[config.mk]
export PLATFORM = sky130hd
export DESIGN_NAME = arc_guard_ctrl
export DESIGN_NICKNAME = d
export VERILOG_FILES = /design/src/rtl/arc_pkg.sv /design/src/rtl/arc_sync.sv /design/src/rtl/arc_rate_mon.sv /design/src/rtl/arc_setpoint.sv /design/src/rtl/arc_guard_ctrl.sv
export SDC_FILE = /design/constraint.sdc
export NUM_CORES = 1
export LEC_CHECK = 0
export BUFFER_PORTS_ARGS = -buffer_cell sky130_fd_sc_hd__buf_2
export CAP_MARGIN = 20
export CORE_ASPECT_RATIO = 0.8
export CORE_MARGIN = 2
export CORE_UTILIZATION = 52
export CTS_CLUSTER_SIZE = 40
export DETAILED_ROUTE_END_ITERATION = 16
export PLACE_DENSITY = 0.73
export SLEW_MARGIN = 20
export SYNTH_ARGS = -nofsm -noshare
export SYNTH_HDL_FRONTEND = slang
export SYNTH_SLANG_ARGS = --single-unit
[constraint.sdc]
create_clock -name clk -period 8.8 [get_ports clk]
set_clock_uncertainty 0.15 [all_clocks]
set_input_delay 0.88 -clock clk [delete_from_list [all_inputs] [get_ports clk]]
set_output_delay 0.88 -clock clk [all_outputs]
set_load 0.01 [all_outputs]
[src/rtl/arc_pkg.sv]
package arc_pkg;
  typedef enum logic [2:0] {
    ST_RUN  = 3'd0,
    ST_TRIP = 3'd1,
    ST_HOLD = 3'd2,
    ST_RAMP = 3'd3,
    ST_LOCK = 3'd4
  } arc_state_t;
endpackage

[src/rtl/arc_sync.sv]
// Two-stage synchroniser for a bundle of asynchronous level inputs.
module arc_sync #(
  parameter int WIDTH = 3
) (
  input  logic             clk,
  input  logic             rst,
  input  logic [WIDTH-1:0] d,
  output logic [WIDTH-1:0] q
);
  logic [WIDTH-1:0] meta_q, stab_q;

  always_ff @(posedge clk) begin
    if (rst) begin
      meta_q <= '0;
      stab_q <= '0;
    end else begin
      meta_q <= d;
      stab_q <= meta_q;
    end
  end

  assign q = stab_q;
endmodule

[src/rtl/arc_rate_mon.sv]
// Sliding-window count of accepted arcs.
module arc_rate_mon #(
  parameter int WIN_CYC = 256,
  parameter int FREQ_N  = 3
) (
  input  logic clk,
  input  logic rst,
  input  logic hit,
  output logic frequent
);
  localparam int CW = $clog2(WIN_CYC + 1);

  logic [WIN_CYC-1:0] hist_q;
  logic [CW-1:0]      cnt_q;

  always_ff @(posedge clk) begin
    if (rst) begin
      hist_q <= '0;
      cnt_q  <= '0;
    end else begin
      hist_q <= {hist_q[WIN_CYC-2:0], hit};
      cnt_q  <= cnt_q + CW'(hit) - CW'(hist_q[WIN_CYC-1]);
    end
  end

  // The arc being accepted now, plus the ones still inside the window.
  assign frequent = (32'(cnt_q) + 32'd1) >= 32'(FREQ_N);
endmodule

[src/rtl/arc_setpoint.sv]
// Target setpoint with derating, and the ramped output scale.
module arc_setpoint #(
  parameter int SCALE_W      = 10,
  parameter int DERATE_SHIFT = 3,
  parameter int FLOOR        = 300
) (
  input  logic               clk,
  input  logic               rst,
  input  logic               clr,
  input  logic               derate,
  input  logic               tick,
  input  logic [SCALE_W-1:0] step,
  output logic [SCALE_W-1:0] scale,
  output logic               at_target
);
  localparam logic [SCALE_W-1:0] FULL    = {SCALE_W{1'b1}};
  localparam logic [SCALE_W-1:0] FLOOR_V = SCALE_W'(FLOOR);

  logic [SCALE_W-1:0] target_q, scale_q;
  logic [SCALE_W-1:0] derated, target_nx, stepped;
  logic [SCALE_W:0]   sum;

  always_comb begin
    derated   = target_q - (target_q >> DERATE_SHIFT);
    target_nx = (derated < FLOOR_V) ? FLOOR_V : derated;
    sum       = {1'b0, scale_q} + {1'b0, step};
    stepped   = (sum > {1'b0, target_q}) ? target_q : sum[SCALE_W-1:0];
  end

  always_ff @(posedge clk) begin
    if (rst) begin
      target_q <= FULL;
      scale_q  <= FULL;
    end else begin
      if (derate) target_q <= target_nx;
      if (clr)       scale_q <= '0;
      else if (tick) scale_q <= stepped;
    end
  end

  assign scale     = scale_q;
  assign at_target = (scale_q == target_q);
endmodule

[src/rtl/arc_guard_ctrl.sv]
// Arc trip and graded recovery controller for one output channel.
module arc_guard_ctrl
  import arc_pkg::*;
#(
  parameter int SCALE_W      = 10,
  parameter int CNT_W        = 8,
  parameter int HOLD_CYC     = 8,
  parameter int RAMP_DIV     = 4,
  parameter int WIN_CYC      = 256,
  parameter int FREQ_N       = 3,
  parameter int DERATE_SHIFT = 3,
  parameter int FLOOR        = 300
) (
  input  logic               clk,
  input  logic               rst,
  input  logic               det_slope_a,
  input  logic               det_drop_a,
  input  logic               arc_severe,
  input  logic [SCALE_W-1:0] ramp_step,
  output logic               drv_block,
  output logic               sw_open,
  output logic               bleed_on,
  output logic [SCALE_W-1:0] scale,
  output logic [CNT_W-1:0]   arc_count,
  output logic               locked
);
  localparam int HW = $clog2(HOLD_CYC + 1);
  localparam int RW = $clog2(RAMP_DIV + 1);
  localparam logic [HW-1:0] HOLD_LD   = HW'(HOLD_CYC - 1);
  localparam logic [RW-1:0] RDIV_LAST = RW'(RAMP_DIV - 1);

  logic [2:0]       sy;
  logic             trip_req, accept, frequent, at_target;
  logic             severe_q, freq_q;
  arc_state_t       st_q, st_nx;
  logic [HW-1:0]    hold_q;
  logic [RW-1:0]    rdiv_q;
  logic             tick, derate, clr, cut_nx;
  logic             cut_a_q, cut_b_q, cut_c_q, lock_q;
  logic [CNT_W-1:0] cnt_q;

  arc_sync #(.WIDTH(3)) u_sync (
    .clk (clk),
    .rst (rst),
    .d   ({arc_severe, det_drop_a, det_slope_a}),
    .q   (sy)
  );

  // Either comparator trips; arcs are accepted only while the output is live.
  assign trip_req = sy[0] | sy[1];
  assign accept   = trip_req && (st_q == ST_RUN || st_q == ST_RAMP);

  arc_rate_mon #(.WIN_CYC(WIN_CYC), .FREQ_N(FREQ_N)) u_rate (
    .clk      (clk),
    .rst      (rst),
    .hit      (accept),
    .frequent (frequent)
  );

  always_comb begin
    st_nx = st_q;
    unique case (st_q)
      ST_RUN:  if (accept) st_nx = ST_TRIP;
      ST_TRIP: st_nx = severe_q ? ST_LOCK : ST_HOLD;
      ST_HOLD: if (hold_q == '0) st_nx = ST_RAMP;
      ST_RAMP: begin
        if (accept)         st_nx = ST_TRIP;
        else if (at_target) st_nx = ST_RUN;
      end
      ST_LOCK: st_nx = ST_LOCK;
      default: st_nx = ST_LOCK;
    endcase
  end

  assign clr    = (st_nx == ST_TRIP);
  assign derate = (st_q == ST_TRIP) && !severe_q && freq_q;
  assign tick   = (st_q == ST_RAMP) && !accept && !at_target && (rdiv_q == RDIV_LAST);
  assign cut_nx = (st_nx == ST_TRIP) || (st_nx == ST_HOLD) || (st_nx == ST_LOCK);

  arc_setpoint #(
    .SCALE_W(SCALE_W), .DERATE_SHIFT(DERATE_SHIFT), .FLOOR(FLOOR)
  ) u_setpt (
    .clk       (clk),
    .rst       (rst),
    .clr       (clr),
    .derate    (derate),
    .tick      (tick),
    .step      (ramp_step),
    .scale     (scale),
    .at_target (at_target)
  );

  always_ff @(posedge clk) begin
    if (rst) begin
      st_q     <= ST_RUN;
      severe_q <= 1'b0;
      freq_q   <= 1'b0;
      hold_q   <= '0;
      rdiv_q   <= '0;
      cut_a_q  <= 1'b0;
      cut_b_q  <= 1'b0;
      cut_c_q  <= 1'b0;
      lock_q   <= 1'b0;
      cnt_q    <= '0;
    end else begin
      st_q <= st_nx;
      if (accept) begin
        severe_q <= sy[2];
        freq_q   <= frequent;
        if (cnt_q != {CNT_W{1'b1}}) cnt_q <= cnt_q + CNT_W'(1);
      end
      if (st_q == ST_TRIP)                     hold_q <= HOLD_LD;
      else if (st_q == ST_HOLD && hold_q != '0) hold_q <= hold_q - HW'(1);
      if (st_q != ST_RAMP || rdiv_q == RDIV_LAST) rdiv_q <= '0;
      else                                        rdiv_q <= rdiv_q + RW'(1);
      // Three separate registers, one per shutdown action.
      cut_a_q <= cut_nx;
      cut_b_q <= cut_nx;
      cut_c_q <= cut_nx;
      lock_q  <= (st_nx == ST_LOCK);
    end
  end

  assign drv_block = cut_a_q;
  assign sw_open   = cut_b_q;
  assign bleed_on  = cut_c_q;
  assign arc_count = cnt_q;
  assign locked    = lock_q;
endmodule

==> results.md, run 1 <==
Global routing:
- The via count of the first global-routing pass is 5,696.
- The aggregate global routing overflow is 0.
- The wire length of the first global-routing pass is 27.48 mm.
- For this run, the total global-route usage over all layers was measured as 15.02%.
- The initial antenna violation count is 0.
- Entering global routing, the biggest net connects 144 pins.

Floorplanning:
- The vertical die dimension is 132.3 microns.
- The region available for standard cell placement spans 19,970 sq um.
- In this run the count of I/O pins placed on the die edge is 37.
- Measured along the x axis, the die boundary spans 164.4 microns.
- The initial utilization of the core area, before any placement, comes to 53.57%.
- The die covers 21,750 sq um.
- Row generation in the floorplan step produced 46 rows.

Placed design:
- At the end of routability-driven placement, the weighted congestion stood at 0.8361.
- The post-detailed-placement cell area is 11,050 sq um.
- The count of buffers added on input and output ports is 36.
- The post-detailed-placement half-perimeter wirelength is 9.697 mm.
- Including well taps, the total number of placed cells is 1,254.

Clock tree:
- The maximum buffer depth of the clock tree is 3.
- The hold buffer count at cts is 0.
- The number of gates resized after cts is 0.
- The buffer cell driving the clock tree root is clkbuf_16.
- Clock-pin slew was measured on the worst setup and hold paths at 0.07 ns.
- The TritonCTS buffer count is 28.
- The tree built by TritonCTS fans out to 313 sinks.
- TritonCTS built the clock tree.
- The deepest level of the CTS H-tree is 1.
- Clock latency on the worst-skew pair, taken at its later pin, is 0.54 ns.
- The setup fix buffers added after clock tree synthesis is 0.

Timing:
- The clock period minus final worst setup slack is 4.035 ns.
- At the pin with the least slew margin, the transition time is 0.8857 ns.
- The final number of hold-violating endpoints came to 0.
- The setup TNS is 0 ns.
- The worst pin sits at a relative slew slack of 40.95%.
- The peak clock frequency supported by timing is 247.8 MHz.
- The max-slew violation count is 0.
- Setup repair after global routing left no endpoint under its margin.
- In the finished design, the share of the clock period the worst path needs comes to 45.85%.
- Setup violations remaining at the end of the flow were counted as 0.

Routing:
- The DRC violations left is 0.
- The first routing iteration left 404 violations.
- The routed layout has 6,298 vias.
- Dividing the detail-routed via count by the number of cells gives 4.822.
- In this run the remaining antenna-violating nets after routing total 0.
- The routed wire length per instance is 12.59 microns.
- The first TritonRoute pass finished after 4 iterations.
- Wires add up to 16.44 mm.

Critical path:
- The element type at the critical path start is a flop.
- Data on the critical path arrives at its endpoint at 4.32 ns.
- The critical path required time is 9.08 ns.
- The largest fanout of any net on the critical path is 14.
- Tracing the worst setup path back leads to its startpoint at u_setpt.scale[0].
- In this run the critical register-to-register path is captured at u_setpt.scale[7].
- For flop-to-flop paths, the worst setup slack is 4.77 ns.
- In this run the critical register-to-register path is launched from u_setpt.scale[0].
- The worst setup path is captured at a flop.
- The number of cells traversed by the worst register-to-register path is 16.
- The category of the most critical setup path is flop to flop.

Pwr:
- Dividing total power by cell area gives a power density of 252.1 nW/um^2.
- The largest vdd supply drop is 0.2032 mV.
- The power after layout is 3025 uW.
- In this run the static leakage power is 0.004944 uW.

Logic synthesis:
- After synthesis, flip-flops and latches occupy 58.57% of the total area.
- The number of synthesized register bits is 313.
- The number of instances in the synthesized netlist is 995.
- The mean cell area of the mapped netlist is 10.75 sq um.
- The count of unique library cells instantiated by Yosys is 52.
- Yosys printed 0 warnings.
- The mapped netlist covers 10,700 sq um.
- The share of synthesized registers carrying an async set or reset is 0%.
- The number of synthesized flops with an enable pin is 0.
- The number of nets in the synthesized netlist is 1,060.
- The most used flip-flop cell after synthesis is dfxtp_1.

Hold path:
- The terminating pin of the worst hold path is u_rate.hist_q[168].
- Counting instances, the worst hold path has a depth of 1.
- The worst hold path class is flop to flop.
- The startpoint of the tightest hold check path is u_rate.hist_q[167].

Finish:
- Compared with the post-synthesis result, the final layout area differs by 12.14%.
- The repair_antennas step left the layout with diodes totalling 0.
- The number of inserted filler cells in the final layout is 1,631.
- Leaving out fill and tap cells, the most frequent cell in the layout is dfxtp_1.
- Leaving out fill and tap cells, the most frequent cells in the layout are 313 x dfxtp_1, 268 x nor2b_1, 47 x ha_1.
- For this run, the share of the core covered by cells in the final layout is 60.07%.
- Summing all flip-flop and latch instances after layout gives 6266 sq um.
- The finished cells cover 12,000 sq um.
- Excluding fillers, the count of instances in the completed layout stands at 1,306.
- Of the cells placed in the final design, the portion with a size suffix greater than 1 is 8.829%.
- The area of the multi-input gates is 4110 sq um.
- For this run, the post-layout net count is 1,085.

Outcome:
- The flow ran to the end, and the final reports show no timing, DRC or antenna violations.

Run:
- The max-capacitance violation count is 0.
[per-stage QoR]
| stage | hold WS (ns) | setup slack [ns] |
|---|---|---|
| after floorplan | 0.2491 | 4.877 |
| after global placement | 0.2618 | 4.294 |
| after detailed placement | 0.2704 | 4.259 |
| after CTS | 0.2829 | 4.778 |
| after global routing | 0.2986 | 4.460 |
| final | 0.2790 | 4.765 |
[per-layer routing]
layer / up-vias / share of wire [%] / GRT usage, %
met2: 97 / 38 / 20.46
met1: 2885 / 55 / 23.77
met4: 0 / 2.2 / 4.348
li1: 3285 / - / -
met3: 31 / 4.4 / 2.988
met5: - / 0 / 0
[synth_stat cells, types with 3 or more instances]
library cell  count  area, sq um
or3_1             5        31.28
nor3b_1           3        22.52
a31oi_1           7        43.79
ha_1             47        588.1
nand3b_1          5        37.54
nand2b_1          4        25.02
nor3_1           19        95.09
inv_1            38        142.6
o21ai_0          18        90.09
nand3_1          10        50.05
dfxtp_1         313         6266
o211ai_1          3        22.52
nor2_1           38        142.6
a211o_1           3        26.28
nor4_1            5        31.28
and3_1            9        56.30
fa_1              3        60.06
clkbuf_1         32        120.1
xnor2_1          17        148.9
o31ai_1           3        22.52
mux2i_1           6        60.06
a21oi_1          38        190.2
a211oi_1          3        22.52
xor2_1           24        210.2
buf_1             5        18.77
nand4_1           7        43.79
buf_2             3        15.01
a221o_1           3        30.03
a21o_1           10        75.07
nand2_1          18        67.56
nor2b_1         268         1677
[power by group]
| part | leakage [uW] | total (uW) | switching [uW] | internal (uW) |
|---|---|---|---|---|
| combinational | 0.00196 | 327 | 186 | 141 |
| sequential | 0.00253 | 1480 | 33.6 | 1440 |
| clock | 0.000457 | 1220 | 525 | 695 |
[cell families after synthesis]
kind of cell / share of synthesized area, %
AOI/OAI and AO/OA: 6.572
xor gates and xnor gates: 3.356
adders and majority gates: 6.058
buffers and inverters: 3.017
DFF: 58.57
muxes: 0.6666
and+or+nand+nor: 21.76
[sequential cells by signal, indices dropped and copies added (netlist names)]
name	count
arc_count	8
bleed_on	1
freq_q	1
hold_q	4
locked	1
rdiv_q	3
severe_q	1
st_q	3
u_rate.cnt_q	9
u_rate.hist_q	256
u_setpt.scale	10
u_setpt.target_q	10
u_sync.meta_q	3
u_sync.q	3
[critical path: stages, from the launching register on]
cell and delay [ns]:
dfxtp_1 0.40, ha_1 0.23, inv_1 0.07, fa_1 0.39, nor2b_1 0.18, o31a_1 0.17
o21ai_0 0.10, a21oi_1 0.17, xnor2_1 0.17, ha_1 0.29, a21o_1 0.16, a21oi_1 0.18
nand2_1 0.07, o21ai_0 0.19, o211ai_2 0.35, mux2_2 0.38, a211o_1 0.28
[final cells by class]
| type | count | area share (%) |
|---|---|---|
| well taps | 264 | 2.753 |
| repair buffers | 38 | 1.710 |
| clock inverters | 12 | 1.231 |
| flip-flops and latches | 313 | 52.23 |
| multi-input cells | 601 | 34.26 |
| clock buffers | 40 | 6.633 |
| inverters | 38 | 1.189 |
[worst max path at each step]
stage                  endpoint  cells after the start  slack, ns
2_1_floorplan  u_setpt.scale[7]                     16       4.88
3_3_place_gp   u_setpt.scale[7]                     17       4.29
3_5_place_dp   u_setpt.scale[7]                     17       4.26
4_1_cts        u_setpt.scale[7]                     16       4.78
5_1_grt        u_setpt.scale[7]                     16       4.46
6_report       u_setpt.scale[7]                     16       4.77
(Power assumes the default switching activity.)
==> run 2: changes to the inputs <==
clock period = 4.2 ns   (was 8.8 ns; I/O delays follow)
==> run 2 against run 1 <==
Effect of this change:
- fmax grew 6.6%
- count of clock-buffer cells in the layout shrank 5
- critical path type unchanged
- sequential power grew 110%
- core utilization grew 1.1 points
- combinational power grew 110%
- hold slack lost 0.010 ns
- critical endpoint is now u_setpt.scale[8]
==> results.md, run 2 (synthesis results as in run 1) <==
Outcome:
- The run finished with clean final reports.

Pwr:
- The total power density per cell area is 547.1 nW/um^2 (+120%).
- The power spent charging and discharging nets is 1596 uW (+110%).
- The proportion of power drawn by combinational gates is 10.4% (-0.4 points).
- The share of power burned in the clock network came to 43.3% (+3.0 points).
- The largest vdd supply drop is 0.3584 mV (+76%).
- The design internal power is 5083 uW (+120%).
- The leakage component of the power was 0.005050 uW (+2.1%).
- The switching power share of the total came to 23.90% (-0.71 points).
- The proportion of power drawn by flip-flops and latches is 46.3% (-2.5 points).

Timing:
- Setup repair after global routing left no endpoint under its margin.
- The setup TNS is 0 ns (unchanged).
- The worst hold slack across all endpoints is 0.2688 ns (-0.01025 ns).
- The max-slew violation count is 0 (unchanged).
- The clock period minus final worst setup slack is 3.784 ns (-0.2508 ns).
- The slew at the pin with the worst max-slew slack is 1.013 ns (+0.1270 ns).
- The final number of hold-violating endpoints is 0 (unchanged).
- The final period utilization was 90.10% (+44 points).
- The worst slew slack as a fraction of its limit is 32.49% (-8.5 points).
- The final-report setup violation count is 0 (unchanged).
- The peak clock frequency supported by timing is 264.3 MHz (+6.6%).

Finish:
- The number of antenna diodes is 0 (unchanged).
- The library cell used most frequently in the layout, excluding fill and tap cells, is dfxtp_1.
- The share of layout cells above drive strength 1 is 9.905% (+1.1 points).
- The final net count is 1,092 (+0.65%).
- The number of inserted filler cells in the final layout came to 1,639 (+0.49%).
- The largest register by flop count is u_rate.hist_q.
- In the layout the commonest cells are 313 x dfxtp_1, 268 x nor2b_1, 47 x ha_1.
- The number of flip-flops in the largest register is 256 (unchanged).
- The synthesis-to-layout area growth is 14.13%.

Hold path:
- The worst hold path class is primary input to flop.
- The startpoint of the tightest hold check path is rst.
- The terminating pin of the worst hold path is u_rate.hist_q[183].
- The cell depth of the worst hold path was 2 (+1).

Critical path:
- The largest fanout of any net on the critical path is 13 (-1).
- The startpoint identified for the worst register-to-register timing path is u_setpt.scale[0].
- The number of cells traversed by the worst register-to-register path was 17 (+1).
- The register-to-register setup slack is 0.42 ns (-4.35 ns).
- The critical path data arrival time was 4.02 ns (-0.30 ns).
- The worst register-to-register path ends at u_setpt.scale[8].
- The worst setup path is launched from a flop.
- The endpoint kind of the worst setup timing path is a flop.
- The critical path required time was 4.44 ns (-4.64 ns).
- The worst setup path is of the flop to flop kind.

Routing:
- The DRC violations left came to 0 (unchanged).
- The total detailed-routing wirelength is 16.28 mm (-0.95%).
- The routed wire length per instance is 12.39 microns (-1.6%).
- The sum of routed wire segments on met1 was 8.998 mm (-0.87%).
- The number of iterations in the first detailed-routing pass is 4 (unchanged).
- The uppermost layer routed is met4.
- The routed wire length on met2 came to 6.181 mm (-1.4%).
- The number of nets still failing antenna checks after routing is 0 (unchanged).
- The total length of routed met3 wires is 682 microns (-6.3%).
- The detailed-route via count is 6,281 (-0.27%).
- The mean number of vias per cell is 4.780 (-0.88%).
- The count of routing violations after the opening detailed-route iteration came to 324 (-20%).

Clock tree:
- The hold buffer count at cts is 3 (+3).
- The clock transition at the register clock pins on the worst setup and hold paths after CTS came to 0.07 ns (about the same).
- The deepest level of the CTS H-tree is 1 (unchanged).
- The TritonCTS clock tree is yes.
- The total clock sinks is 313 (unchanged).
- The maximum buffer depth of the clock tree is 3 (unchanged).
- The clock latency on the worst-skew pair is 0.55 ns (about the same).
- The buffer cell driving the clock tree root is clkbuf_16.
- The number of gates resized after cts is 0 (unchanged).
- The TritonCTS buffer count is 29 (+3.6%).
- The setup fix buffers added after clock tree synthesis was 0 (unchanged).

Placed design:
- The number of buffers inserted by port buffering is 36 (unchanged).
- The weighted congestion reported at the end of routability-driven placement came to 0.8012 (-4.2%).
- The post-detailed-placement half-perimeter wirelength came to 9.614 mm (-0.86%).

Run:
- The max-capacitance violation count was 0 (unchanged).

Floorplanning:
- The vertical die dimension is 132.3 microns (unchanged).
- The area of the core is 19,970 sq um (unchanged).
- The die outline area is 21,750 sq um (unchanged).
- The starting density of the core is 53.57% (unchanged).
- The horizontal die dimension is 164.4 microns (unchanged).
- The number of top-level pins is 37 (unchanged).
- The site row count came to 46 (unchanged).

Global routing:
- The via count of the first global-routing pass is 5,720 (+0.42%).
- The initial antenna violation count came to 0 (unchanged).
- The aggregate global routing overflow came to 0 (unchanged).
- The maximum number of pins on one net before global-route repair is 172 (+19%).
- The wire length of the first global-routing pass is 27.68 mm (+0.73%).
- The total routing usage reported by global routing is 15.08% (+0.068 points).
run 2: cell type report:
type / count / area (sq um) / share of cell area (%)
Multi-Input combinational cell: 601 / 4110 / 33.66
Clock buffer: 35 / 808.3 / 6.620
Tap cell: 264 / 330.3 / 2.705
Timing Repair Buffer: 44 / 270.3 / 2.213
Clock inverter: 19 / 282.8 / 2.316
Inverter: 38 / 142.6 / 1.168
Sequential cell: 313 / 6266 / 51.32
run 2: worst max-delay path, cell delays in order, from the launching register on:
cell      delay (ns)
dfxtp_1         0.39
ha_1            0.22
inv_1           0.07
fa_1            0.41
nor2b_1         0.17
o31a_1          0.15
o21ai_0         0.11
a21oi_1         0.18
xnor2_1         0.19
ha_1            0.30
a21o_1          0.16
a21oi_1         0.19
nand2_1         0.06
o21ai_0         0.20
o211ai_2        0.13
buf_4           0.21
nor4_1          0.24
a311oi_1        0.07
run 2: how the worst max path moves through the flow:
stage / start / to / slack, ns / cells past startpoint
global route: u_setpt.scale[0] / u_setpt.scale[8] / 0.16 / 17
floorplan: u_setpt.scale[0] / u_setpt.scale[7] / 0.71 / 16
detailed placement: ramp_step[0] / u_setpt.scale[7] / 0.37 / 17
global placement: ramp_step[0] / u_setpt.scale[7] / 0.47 / 17
CTS: u_setpt.scale[0] / u_setpt.scale[7] / 0.45 / 16
finish: u_setpt.scale[0] / u_setpt.scale[8] / 0.42 / 17
run 2: power groups by stage:
| stage | Sequential (uW) | Clock, uW | Combinational [uW] |
|---|---|---|---|
| finish | 3090 | 2890 | 694 |
| global route | 3100 | 3080 | 798 |
| CTS | 3090 | 2960 | 697 |
| detailed placement | 3160 | 0 | 690 |
| global placement | 3160 | 0 | 675 |
| floorplan | 3140 | 0 | 555 |
run 2: per-layer routing:
layer,vias up,GRT usage [%]
met2,103,20.11
met4,0,4.300
met1,2851,24.38
met3,31,2.863
met5,-,0
li1,3296,-
run 2: metrics by stage:
step                      setup slack (ns)  std cells  power [uW]  cell area [sq um]  util [%]
after floorplan                     0.7062        995        3699              10700         -
after global placement              0.4735       1257        3832              11090     55.53
after detailed placement            0.3671       1257        3847              11090     55.53
after CTS                           0.4524       1314        6748              12210     61.14
after global routing                0.1647       1314        6975              12210     61.14
final                               0.4158       1314        6680              12210     61.14
==> run 3: changes to the inputs <==
ABC_AREA = 1   (was unset)
TNS_END_PERCENT = 10   (was unset)
==> run 3 against run 2 <==
Effect of this change:
- critical path depth up 2
- synthesized cell count rose by 46%
- core utilization shrank 1.4 points
- sequential power about the same
- first-iteration DRC count up 41%
- largest power group unchanged
==> results.md, run 3 <==
Global routing:
- The total routing usage reported by global routing is 16.05% (+0.96 points).
- The wire length of the first global-routing pass is 31.28 mm (+13%).
- The global routing stage identified its most utilized layer as met2.
- The met2 track demand over resource is 25.42% (+5.3 points).
- The maximum number of pins on one net before global-route repair is 242 (+41%).
- The initial antenna violation count came to 0 (unchanged).
- The global-route track usage on met1 is 22.85% (-1.5 points).
- The via count of the first global-routing pass is 7,028 (+23%).
- The met3 demand-to-capacity share in global routing came to 2.707% (-0.16 points).
- The aggregate global routing overflow is 0 (unchanged).

Logic synthesis:
- The area fraction in compound gates after synthesis is 4.301% (-2.3 points).
- The share of the synthesized area in the top cell type is 54.94% (-3.6 points).
- The number of synthesized register bits is 313 (unchanged).
- The post-synthesis xor/xnor area fraction is 1.229% (-2.1 points).
- The total number of yosys warnings is 0 (unchanged).
- The share of synthesized registers carrying an async set or reset was 0% (unchanged).
- The adder-cell area share of the yosys netlist came to 5.683% (-0.37 points).
- The number of instances in the synthesized netlist is 1,454 (+46%).
- The mean cell area of the mapped netlist is 7.844 sq um (-27%).
- The combinational family with the most area after synthesis is simple AND/OR/NAND/NOR gates.
- The count of unique library cells instantiated by Yosys is 37 (-29%).
- Ranked by total cell area, the synthesized netlist is headed by dfxtp_1 55%, inv_1 13%, nor2_1 9.9%.
- The primary flip-flop cell chosen by synthesis mapping is dfxtp_1.
- The number of synthesized flops with an enable pin is 0 (unchanged).
- The most area-hungry cell type in the Yosys netlist is dfxtp_1.
- The mapped cell area came to 11,400 sq um (+6.6%).
- The fraction of the yosys area taken by sequential cells came to 54.94% (-3.6 points).
- Sorting the synthesized cells by how often they occur yields 381 x inv_1, 313 x dfxtp_1, 302 x nor2_1.
- The portion of netlist area occupied by mux cells is 0% (-0.67 points).
- The simple logic cell fraction of the synthesized area is 19.75% (-2.0 points).
- The number of nets in the synthesized netlist was 1,519 (+43%).
- The leading cell type by number of instances after synthesis is inv_1.

Timing:
- The peak clock frequency supported by timing is 291.7 MHz (+10%).
- The setup TNS is 0 ns (unchanged).
- Setup repair after global routing left no endpoint under its margin.
- The slew at the pin with the worst max-slew slack was 1.067 ns (+0.05393 ns).
- The clock period minus final worst setup slack was 3.428 ns (-0.3562 ns).
- The worst slew slack as a fraction of its limit came to 28.82% (-3.7 points).
- The final-report setup violation count is 0 (unchanged).
- The final period utilization is 81.62% (-8.5 points).
- The final number of hold-violating endpoints is 0 (unchanged).
- The max-slew violation count is 0 (unchanged).

Finish:
- The number of antenna diodes came to 0 (unchanged).
- The area of all placed cells without fillers is 12,880 sq um (+5.5%).
- The area of the multi-input gates is 3531 sq um (-14%).
- The leading cell type in the layout, fill and taps excluded is inv_1.
- The final net count is 1,550 (+42%).
- Compared with the post-synthesis result, the final layout area differs by 12.98%.
- The register with the most flip-flops in the final layout is u_rate.hist_q.
- The library cells used most frequently in the layout, excluding fill and tap cells, are 381 x inv_1, 313 x dfxtp_1, 302 x nor2_1.
- The area of all sequential standard cells is 6266 sq um (unchanged).
- The post-route core utilization is 59.76% (-1.4 points).
- The number of inserted filler cells in the final layout is 1,901 (+16%).
- The share of layout cells above drive strength 1 is 6.507% (-3.4 points).
- The number of flip-flops in the largest register was 256 (unchanged).

Clock tree:
- The maximum buffer depth of the clock tree came to 3 (unchanged).
- The total clock sinks is 313 (unchanged).
- The buffer cell driving the clock tree root is clkbuf_16.
- The setup fix buffers added after clock tree synthesis is 0 (unchanged).
- The hold buffer count at cts came to 3 (unchanged).
- The clock transition at the register clock pins on the worst setup and hold paths after CTS is 0.06 ns (about the same).
- The deepest level of the CTS H-tree is 1 (unchanged).
- The clock latency on the worst-skew pair was 0.55 ns (about the same).
- The TritonCTS buffer count is 28 (-3.4%).
- The number of gates resized after cts is 0 (unchanged).
- TritonCTS built the clock tree.

Pwr:
- The largest vdd supply drop is 0.2806 mV (-22%).
- The leakage component of the power was 0.005762 uW (+14%).
- The power after layout was 6649 uW (-0.46%).
- The total power density per cell area is 516.0 nW/um^2 (-5.7%).

Critical path:
- The delay contributed by the slowest stage of the critical path came to 0.41 ns (about the same).
- The category of cells accounting for the largest share of critical-path delay is simple AND/OR/NAND/NOR gates.
- The largest fanout of any net on the critical path is 10 (-3).
- The cell with the largest stage delay on the worst path is fa_1.
- The critical path required time came to 4.53 ns (+0.09 ns).
- The startpoint of the worst register-to-register path is u_setpt.scale[0].
- Counting stages on the worst path, the most repeated cell is nand2_1.
- The critical path data arrival time is 3.76 ns (-0.26 ns).
- Walking the worst path, the cells encountered are ha_1, inv_1, fa_1, nand3b_1, nand2_1, nand3_1, nand2_1, xor2_1, inv_1, ha_1, nand2_1, inv_1, a221oi_1, nand2_1, nand2_1, nand2_1, nand2_1, nand3_1, nand2_1.
- The worst flop-to-flop path endpoint is u_setpt.scale[0].
- The timing startpoint of the critical path is u_setpt.scale[0].
- The category of the most critical setup path is flop to flop.
- The register-to-register setup slack is 0.77 ns (+0.36 ns).
- The critical path buffer and inverter count was 3 (+1).
- The critical path ends at u_setpt.scale[0].
- The critical path depth in cells came to 19 (+2).
- The endpoint kind of the worst setup timing path is a flop.
- The number of cells traversed by the worst register-to-register path is 19 (+2).
- STA classifies the critical path startpoint as a flop.

Placed design:
- The post-detailed-placement cell area is 11,810 sq um (+6.5%).
- The weighted congestion reported at the end of routability-driven placement came to 0.8440 (+5.3%).
- The post-detailed-placement half-perimeter wirelength is 11.66 mm (+21%).
- The number of buffers inserted by port buffering was 36 (unchanged).

Floorplanning:
- The vertical die dimension is 136.5 microns (+3.1%).
- The area of the core is 21,560 sq um (+8.0%).
- The number of top-level pins is 37 (unchanged).
- The site row count is 48 (+4.3%).
- The starting density of the core is 52.90% (-0.68 points).
- The die outline area came to 23,140 sq um (+6.4%).
- The horizontal die dimension was 169.6 microns (+3.2%).

Outcome:
- The run finished with clean final reports.

Run:
- The max-capacitance violation count is 0 (unchanged).

Routing:
- The number of nets still failing antenna checks after routing was 0 (unchanged).
- The mean number of vias per cell is 4.433 (-7.3%).
- The routed wire length per instance is 10.27 microns (-17%).
- The total detailed-routing wirelength is 18.30 mm (+12%).
- The detailed-route via count was 7,896 (+26%).
- The DRC violations left is 0 (unchanged).
- The count of routing violations after the opening detailed-route iteration is 458 (+41%).
- The number of iterations in the first detailed-routing pass came to 5 (+1).

Hold path:
- The tightest min-delay check is of the primary input to flop type.
[run 3: cell types whose count changed after synthesis, sizes merged, moves of 11 or more]
cell | before | now
nand2 | 18 | 184
nand3 | 10 | 51
nor2b | 268 | 0
nor3 | 19 | 8
inv | 38 | 383
xnor2 | 17 | 2
nor2 | 38 | 304
[run 3: area by class of cell]
class                           count  area share, %
Tap cell                          275          2.670
Inverter                          384          11.20
Multi-Input combinational cell    716          27.40
Clock buffer                       39          6.302
Clock inverter                     12          1.826
Sequential cell                   313          48.63
Timing Repair Buffer               42          1.971
[run 3: worst min path at each step]
stage                  startpoint                  to  slack, ns  cells past startpoint
2_1_floorplan   u_rate.hist_q[99]  u_rate.hist_q[100]       0.24                      2
3_3_place_gp    u_rate.hist_q[29]   u_rate.hist_q[30]       0.24                      2
3_5_place_dp   u_rate.hist_q[112]  u_rate.hist_q[113]       0.24                      2
4_1_cts                       rst    u_sync.meta_q[2]       0.08                      2
5_1_grt                       rst    u_sync.meta_q[2]       0.11                      2
6_report                      rst    u_sync.meta_q[2]       0.09                      2
[run 3: metrics by stage]
step / hold slack [ns] / cells / setup slack, ns
finish: 0.09473 / 1781 / 0.7721
global route: 0.1050 / 1781 / 0.5037
CTS: 0.07957 / 1781 / 0.7770
detailed placement: 0.2420 / 1727 / 0.7137
global placement: 0.2382 / 1727 / 0.7998
floorplan: 0.2383 / 1454 / 1.044
[run 3: metal layers]
metal | part of all wire, % | routed length [microns] | vias to the layer above
li1 | - | - | 4266
met1 | 52 | 9486 | 3465
met2 | 42 | 7663 | 136
met3 | 4.2 | 766 | 29
met4 | 2.1 | 382 | 0
met5 | 0 | 0 | -
[run 3: power breakdown]
| part | total (uW) | switching [uW] | internal, uW |
|---|---|---|---|
| Combinational | 755 | 478 | 278 |
| Clock | 2800 | 1080 | 1720 |
| Sequential | 3090 | 62.0 | 3030 |
| Total | 6650 | 1620 | 5030 |
[run 3: cell families after synthesis]
kind of cell | count (synthesis)
simple gates | 561
buf+inv | 425
flops | 313
compound gates | 89
fa+ha+maj | 50
xor+xnor | 16
